===== config.mk =====
export PLATFORM = sky130hd
export DESIGN_NAME = edge_delay_filter
export DESIGN_NICKNAME = d
export VERILOG_FILES = /design/src/rtl/edf_pkg.sv /design/src/rtl/edf_sync.sv /design/src/rtl/edf_prescale.sv /design/src/rtl/edf_oneshot.sv /design/src/rtl/edge_delay_filter.sv
export SDC_FILE = /design/constraint.sdc
export NUM_CORES = 1
export LEC_CHECK = 0
export BUFFER_PORTS_ARGS = -buffer_cell sky130_fd_sc_hd__buf_2
export CAP_MARGIN = 20
export CORE_ASPECT_RATIO = 1.4
export CORE_MARGIN = 5
export CORE_UTILIZATION = 56
export CTS_CLUSTER_DIAMETER = 30
export CTS_CLUSTER_SIZE = 28
export DETAILED_ROUTE_END_ITERATION = 7
export GPL_TIMING_DRIVEN = 0
export PLACE_DENSITY_LB_ADDON = 0.2
export SLEW_MARGIN = 10
export SYNTH_ARGS = -nofsm -noshare
export SYNTH_HDL_FRONTEND = slang
export SYNTH_SLANG_ARGS = --single-unit

===== constraint.sdc =====
create_clock -name clk -period 2.1 [get_ports clk]
set_input_delay 0.315 -clock clk [delete_from_list [all_inputs] [get_ports clk]]
set_output_delay 0.315 -clock clk [all_outputs]
set_load 0.02 [all_outputs]

===== src/rtl/edf_pkg.sv =====
package edf_pkg;

  typedef enum logic [1:0] {
    EDF_LPF_A    = 2'b00,
    EDF_DLY_RISE = 2'b01,
    EDF_DLY_FALL = 2'b10,
    EDF_LPF_B    = 2'b11
  } edf_mode_e;

  // Decision taken each cycle from the synchronized level and the output
  typedef struct packed {
    logic need_delay;  // output differs from level in a direction that waits for the timer
    logic pass_now;    // output differs in a direction that is forwarded at once
  } edf_qual_t;

  function automatic edf_qual_t edf_qualify(edf_mode_e mode, logic lvl, logic cur);
    edf_qual_t q;
    case (mode)
      EDF_DLY_RISE: begin
        q.need_delay = lvl & ~cur;
        q.pass_now   = ~lvl & cur;
      end
      EDF_DLY_FALL: begin
        q.need_delay = ~lvl & cur;
        q.pass_now   = lvl & ~cur;
      end
      default: begin
        q.need_delay = lvl ^ cur;
        q.pass_now   = 1'b0;
      end
    endcase
    return q;
  endfunction

endpackage


===== src/rtl/edf_sync.sv =====
module edf_sync #(
  parameter int STAGES = 2
) (
  input  logic clk,
  input  logic rst_n,
  input  logic din,
  output logic level,
  output logic rise,
  output logic fall
);

  logic [STAGES-1:0] chain_q, chain_d;
  logic              prev_q;

  always_comb begin
    chain_d = {chain_q[STAGES-2:0], din};
  end

  always_ff @(posedge clk or negedge rst_n) begin
    if (!rst_n) begin
      chain_q <= '0;
      prev_q  <= 1'b0;
    end else begin
      chain_q <= chain_d;
      prev_q  <= chain_q[STAGES-1];
    end
  end

  assign level = chain_q[STAGES-1];
  assign rise  = level & ~prev_q;
  assign fall  = ~level & prev_q;

endmodule


===== src/rtl/edf_prescale.sv =====
module edf_prescale #(
  parameter  int STAGES = 3,
  parameter  int STEP   = 4,
  localparam int W      = STAGES * STEP,
  localparam int SW     = $clog2(STAGES + 1)
) (
  input  logic          clk,
  input  logic          rst_n,
  input  logic [SW-1:0] sel,
  output logic          tick
);

  logic [W-1:0]    cnt_q, cnt_d;
  logic [STAGES:0] tap;

  assign tap[0] = 1'b1;
  generate
    for (genvar s = 1; s <= STAGES; s++) begin : g_tap
      assign tap[s] = &cnt_q[s*STEP-1:0];
    end
  endgenerate

  assign tick = tap[sel];

  always_comb begin
    cnt_d = cnt_q + W'(1);
  end

  always_ff @(posedge clk or negedge rst_n) begin
    if (!rst_n) cnt_q <= '0;
    else        cnt_q <= cnt_d;
  end

  // with a step above one the enable can never hold for two cycles
  p_tick_gap_r5: assert property (@(posedge clk) disable iff (!rst_n)
    (sel != '0 && tick) |=> (!tick || !$stable(sel)));

endmodule


===== src/rtl/edf_oneshot.sv =====
module edf_oneshot #(
  parameter int W = 8
) (
  input  logic         clk,
  input  logic         rst_n,
  input  logic         load,
  input  logic [W-1:0] load_val,
  input  logic         tick,
  output logic         expire,
  output logic         busy
);

  logic [W-1:0] cnt_q, cnt_d;
  logic         armed_q, armed_d;

  assign expire = armed_q && (cnt_q == '0);
  assign busy   = armed_q;

  always_comb begin
    cnt_d   = cnt_q;
    armed_d = armed_q;
    if (load) begin
      cnt_d   = load_val;
      armed_d = 1'b1;
    end else if (expire) begin
      armed_d = 1'b0;
    end else if (tick && cnt_q != '0) begin
      cnt_d = cnt_q - W'(1);
    end
  end

  always_ff @(posedge clk or negedge rst_n) begin
    if (!rst_n) begin
      cnt_q   <= '0;
      armed_q <= 1'b0;
    end else begin
      cnt_q   <= cnt_d;
      armed_q <= armed_d;
    end
  end

  p_single_expire_r2: assert property (@(posedge clk) disable iff (!rst_n)
    (expire && !load) |=> !expire);

endmodule


===== src/rtl/edge_delay_filter.sv =====
module edge_delay_filter
  import edf_pkg::*;
#(
  parameter  int CNT_W       = 8,
  parameter  int SYNC_STAGES = 2,
  parameter  int PRE_STAGES  = 3,
  parameter  int PRE_STEP    = 4,
  localparam int SEL_W       = $clog2(PRE_STAGES + 1)
) (
  input  logic             clk,
  input  logic             rst_n,
  input  logic             din,
  input  logic [CNT_W-1:0] preset_n,
  input  logic [SEL_W-1:0] div_sel,
  input  logic [1:0]       mode_sel,
  output logic             dout,
  output logic             preset_err
);

  logic      lvl, edge_r, edge_f;
  logic      tick, expire, busy, load;
  logic      out_q, out_d;
  edf_mode_e mode;
  edf_qual_t qual;

  edf_sync #(.STAGES(SYNC_STAGES)) sync_i (
    .clk(clk), .rst_n(rst_n), .din(din),
    .level(lvl), .rise(edge_r), .fall(edge_f)
  );

  edf_prescale #(.STAGES(PRE_STAGES), .STEP(PRE_STEP)) pre_i (
    .clk(clk), .rst_n(rst_n), .sel(div_sel), .tick(tick)
  );

  edf_oneshot #(.W(CNT_W)) shot_i (
    .clk(clk), .rst_n(rst_n), .load(load), .load_val(~preset_n),
    .tick(tick), .expire(expire), .busy(busy)
  );

  assign mode       = edf_mode_e'(mode_sel);
  assign qual       = edf_qualify(mode, lvl, out_q);
  assign preset_err = &preset_n;
  assign load       = !preset_err && (edge_r || edge_f || (qual.need_delay && !busy));

  always_comb begin
    out_d = out_q;
    if (!preset_err) begin
      if (qual.pass_now)
        out_d = lvl;
      else if (expire && !load && qual.need_delay)
        out_d = lvl;
    end
  end

  always_ff @(posedge clk or negedge rst_n) begin
    if (!rst_n) out_q <= 1'b0;
    else        out_q <= out_d;
  end

  assign dout = out_q;

  p_err_hold_r7: assert property (@(posedge clk) disable iff (!rst_n)
    preset_err |=> $stable(out_q));

  p_rise_mode_fall_r2: assert property (@(posedge clk) disable iff (!rst_n)
    (mode == EDF_DLY_RISE && !preset_err && !lvl) |=> !out_q);

  p_fall_mode_rise_r3: assert property (@(posedge clk) disable iff (!rst_n)
    (mode == EDF_DLY_FALL && !preset_err && lvl) |=> out_q);

  p_lpf_quiet_r4: assert property (@(posedge clk) disable iff (!rst_n)
    ((mode == EDF_LPF_A || mode == EDF_LPF_B) && !(expire && !load)) |=> $stable(out_q));

  p_reload_clears_r6: assert property (@(posedge clk) disable iff (!rst_n)
    load |=> !expire);

endmodule


==> out/results.ini <==
[run_status]
status=completed

[synth]
postSynthCellCount=129
ys_warn_count=0
synthArstFlopShare=1.00
synth_area_mm2=0.00138
synth_edf_count=0
synthFlopType=dfrtp_1
yosysUniqueCellTypes=42
yosysSeqAreaShare=0.452
synth_nets=151
ys_ff_latch=25
avgSynthCellArea_um2=10.7

[global_routing]
grt_pass1_wl_mm=4.60
antenna_found_initial=0
grt_max_degree=26
overflow=0
grt_pass1_vias=1079
grt.total_usage=0.175

[cts]
cts_buffers=3
h-tree-depth=1
cts_buffer_depth=2
clk_pin_slew_ns=0.13
cts_tree=yes
clock-root-buffer=clkbuf_4
cts.sinks=25
clkLatencyLatePin_ns=0.32

[pwr]
seq_power_share=0.541
p_leak_nw=0.749
p_int_mw=0.713
combPwrFrac=0.254
p_switching_mw=0.332
swShare=0.317
power_frac_clock=0.205
power.density_mw_per_mm2=653
p_total_mw=1.05
max-vdd-ir-drop_mv=0.513

[placement]
io_buffers=16
hpwl_mm=2.05
routabilityCongestion=0.917
dpl_worst_slack_ns=-0.141
dp.cells=179

[layout]
layout_commonest_cell=dfrtp_1
drive_above_1_share=0.240
layout_common_cells=25 x dfrtp_1, 16 x buf_2, 11 x nand2_1
n_antenna_cell=0
area_delta_synth_final_pct=15.8
fin_cells=188
fin_nets=177

[worst_setup_path]
rr_startpoint=shot_i.cnt_q[0]
critPathLaunchType=register
reg2reg_depth=8
path_class=register to register
worstPathRequired_ns=2.35
worst_setup_path_end_kind=register
critPathMaxFanout=10
r2r_end=shot_i.cnt_q[1]
r2r_setup_slack_ns=0.10
worstPathArrival_ns=2.24

[die]
die-area_mm2=0.00358
die_y_um=68.8
core_mm2=0.00239
ios=17
initial_utilization=0.578
rows=21
die_w_um=52.0

[sta]
worst_slack_ns=0.105
hold_viol_final=0
tightest_slew_ns=0.542
relSlewSlack=0.638
rsz0062_at_grt=true
layout_min_cycle_time_ns=2.00
finalCritPeriodShare=0.950
maxSlewViolCount=0
setup_viol_count_final=0
finClkSkew_ns=0.00697
whs_ns=0.0861
max_freq_ghz=0.501

[routing]
routedWlPerCell_um=14.1
drtIter0Drc=17
ant_nets=0
vias=1051
drt-total-wl_mm=2.66
drcViolationCount=0
drt_first_pass_iters=4
vias_per_cell=5.59

[hold_path]
hold_path_class=input pin to register
holdPathStages=1
min_to=sync_i.chain_q[0]
hp-start=din

[run]
maxCapViolations=0

## worst max-delay path, stage by stage, from the launching register on
cell	delay, ns
dfrtp_1	0.38
inv_1	0.13
ha_1	0.17
nor3b_2	0.24
nand2_2	0.14
a31oi_4	0.25
buf_6	0.18
mux2_1	0.32
o22ai_1	0.12
## worst max-delay path by stage
stage | start | to | slack [ns] | cells past startpoint
after CTS | shot_i.cnt_q[0] | shot_i.cnt_q[1] | 0.03 | 8
after global placement | shot_i.cnt_q[0] | shot_i.cnt_q[1] | -0.08 | 8
after global routing | pre_i.cnt_q[0] | shot_i.cnt_q[2] | -0.02 | 7
after detailed placement | mode_sel[0] | shot_i.cnt_q[6] | -0.14 | 8
after floorplan | dout | shot_i.cnt_q[6] | 0.09 | 7
final | shot_i.cnt_q[0] | shot_i.cnt_q[1] | 0.10 | 8
## kinds of logic (layout without fill, tap and decap cells)
logic type               Yosys count  count (layout)  share of synthesized area
XOR/XNOR                          12              12                     0.0760
AO/OA/AOI/OAI                     23              23                      0.141
buffers and inverters             13              38                     0.0407
adder cells (fa/ha/maj)            7               7                     0.0633
multiplexers                       5               5                     0.0380
flip-flops                        25              25                      0.452
AND/OR/NAND/NOR                   44              44                      0.188
## power groups by stage
stage | logic, mW | registers [mW] | clock network, mW
after global placement | 0.234 | 0.571 | 0
after floorplan | 0.159 | 0.578 | 0
final | 0.266 | 0.566 | 0.214
after CTS | 0.258 | 0.566 | 0.225
after global routing | 0.298 | 0.572 | 0.242
after detailed placement | 0.245 | 0.574 | 0
## per-layer routing
| metal | part of all wire | GRT usage | vias up | wire, µm |
|---|---|---|---|---|
| met4 | 0.017 | 0.111 | 0 | 45 |
| met3 | 0.030 | 0.0323 | 5 | 81 |
| met1 | 0.42 | 0.191 | 504 | 1120 |
| li1 | - | - | 520 | - |
| met2 | 0.53 | 0.307 | 22 | 1410 |
| met5 | 0 | 0 | - | 0 |
## sequential cells by signal, summed over array words and instances, names as in the netlist
name and cells:
dout 1, pre_i.cnt_q 12, shot_i.busy 1, shot_i.cnt_q 8
sync_i.chain_q 2, sync_i.prev_q 1
## synth_stat cells, types with 2 or more instances
library cell,count,share of area
ha_1,7,0.063
mux2i_1,3,0.022
inv_1,11,0.030
a31oi_1,2,0.0090
or3_1,4,0.018
o211ai_1,2,0.011
o21ai_0,2,0.0072
nand3_1,8,0.029
o31a_1,4,0.025
dfrtp_1,25,0.45
nor4_1,2,0.0090
and3_1,3,0.014
nand2_1,12,0.033
xor2_1,5,0.032
nor2_1,4,0.011
xnor2_1,7,0.044
nand4_1,2,0.0090
a22oi_1,2,0.011
## metrics by stage
step | setup TNS, ns | util | cell area (µm²)
finish | 0 | 0.670 | 1600
global route | -0.0220 | 0.670 | 1600
CTS | 0 | 0.659 | 1580
detailed placement | -0.356 | 0.630 | 1510
global placement | -0.152 | 0.630 | 1510
floorplan | 0 | - | 1380
## what timing repair did
action,CTS,global route
setup endpoints to repair,5,5
gates resized for setup,2,4
hold buffers,1,0
hold endpoints to repair,25,0
gates cloned,0,0
pin swaps,1,2
buffers inserted,3,1
## final cells by class
class / instances / area, µm²
plain buffers: 2 / 15.0
inverters: 11 / 41.3
flip-flops and latches: 25 / 626
clock inverters: 1 / 7.51
fillers: 206 / 790
multi-input cells: 91 / 727
repair buffers: 21 / 120
clock buffers: 3 / 22.5
well taps: 34 / 42.5
No activity file was read; power rests on OpenSTA's default activity.
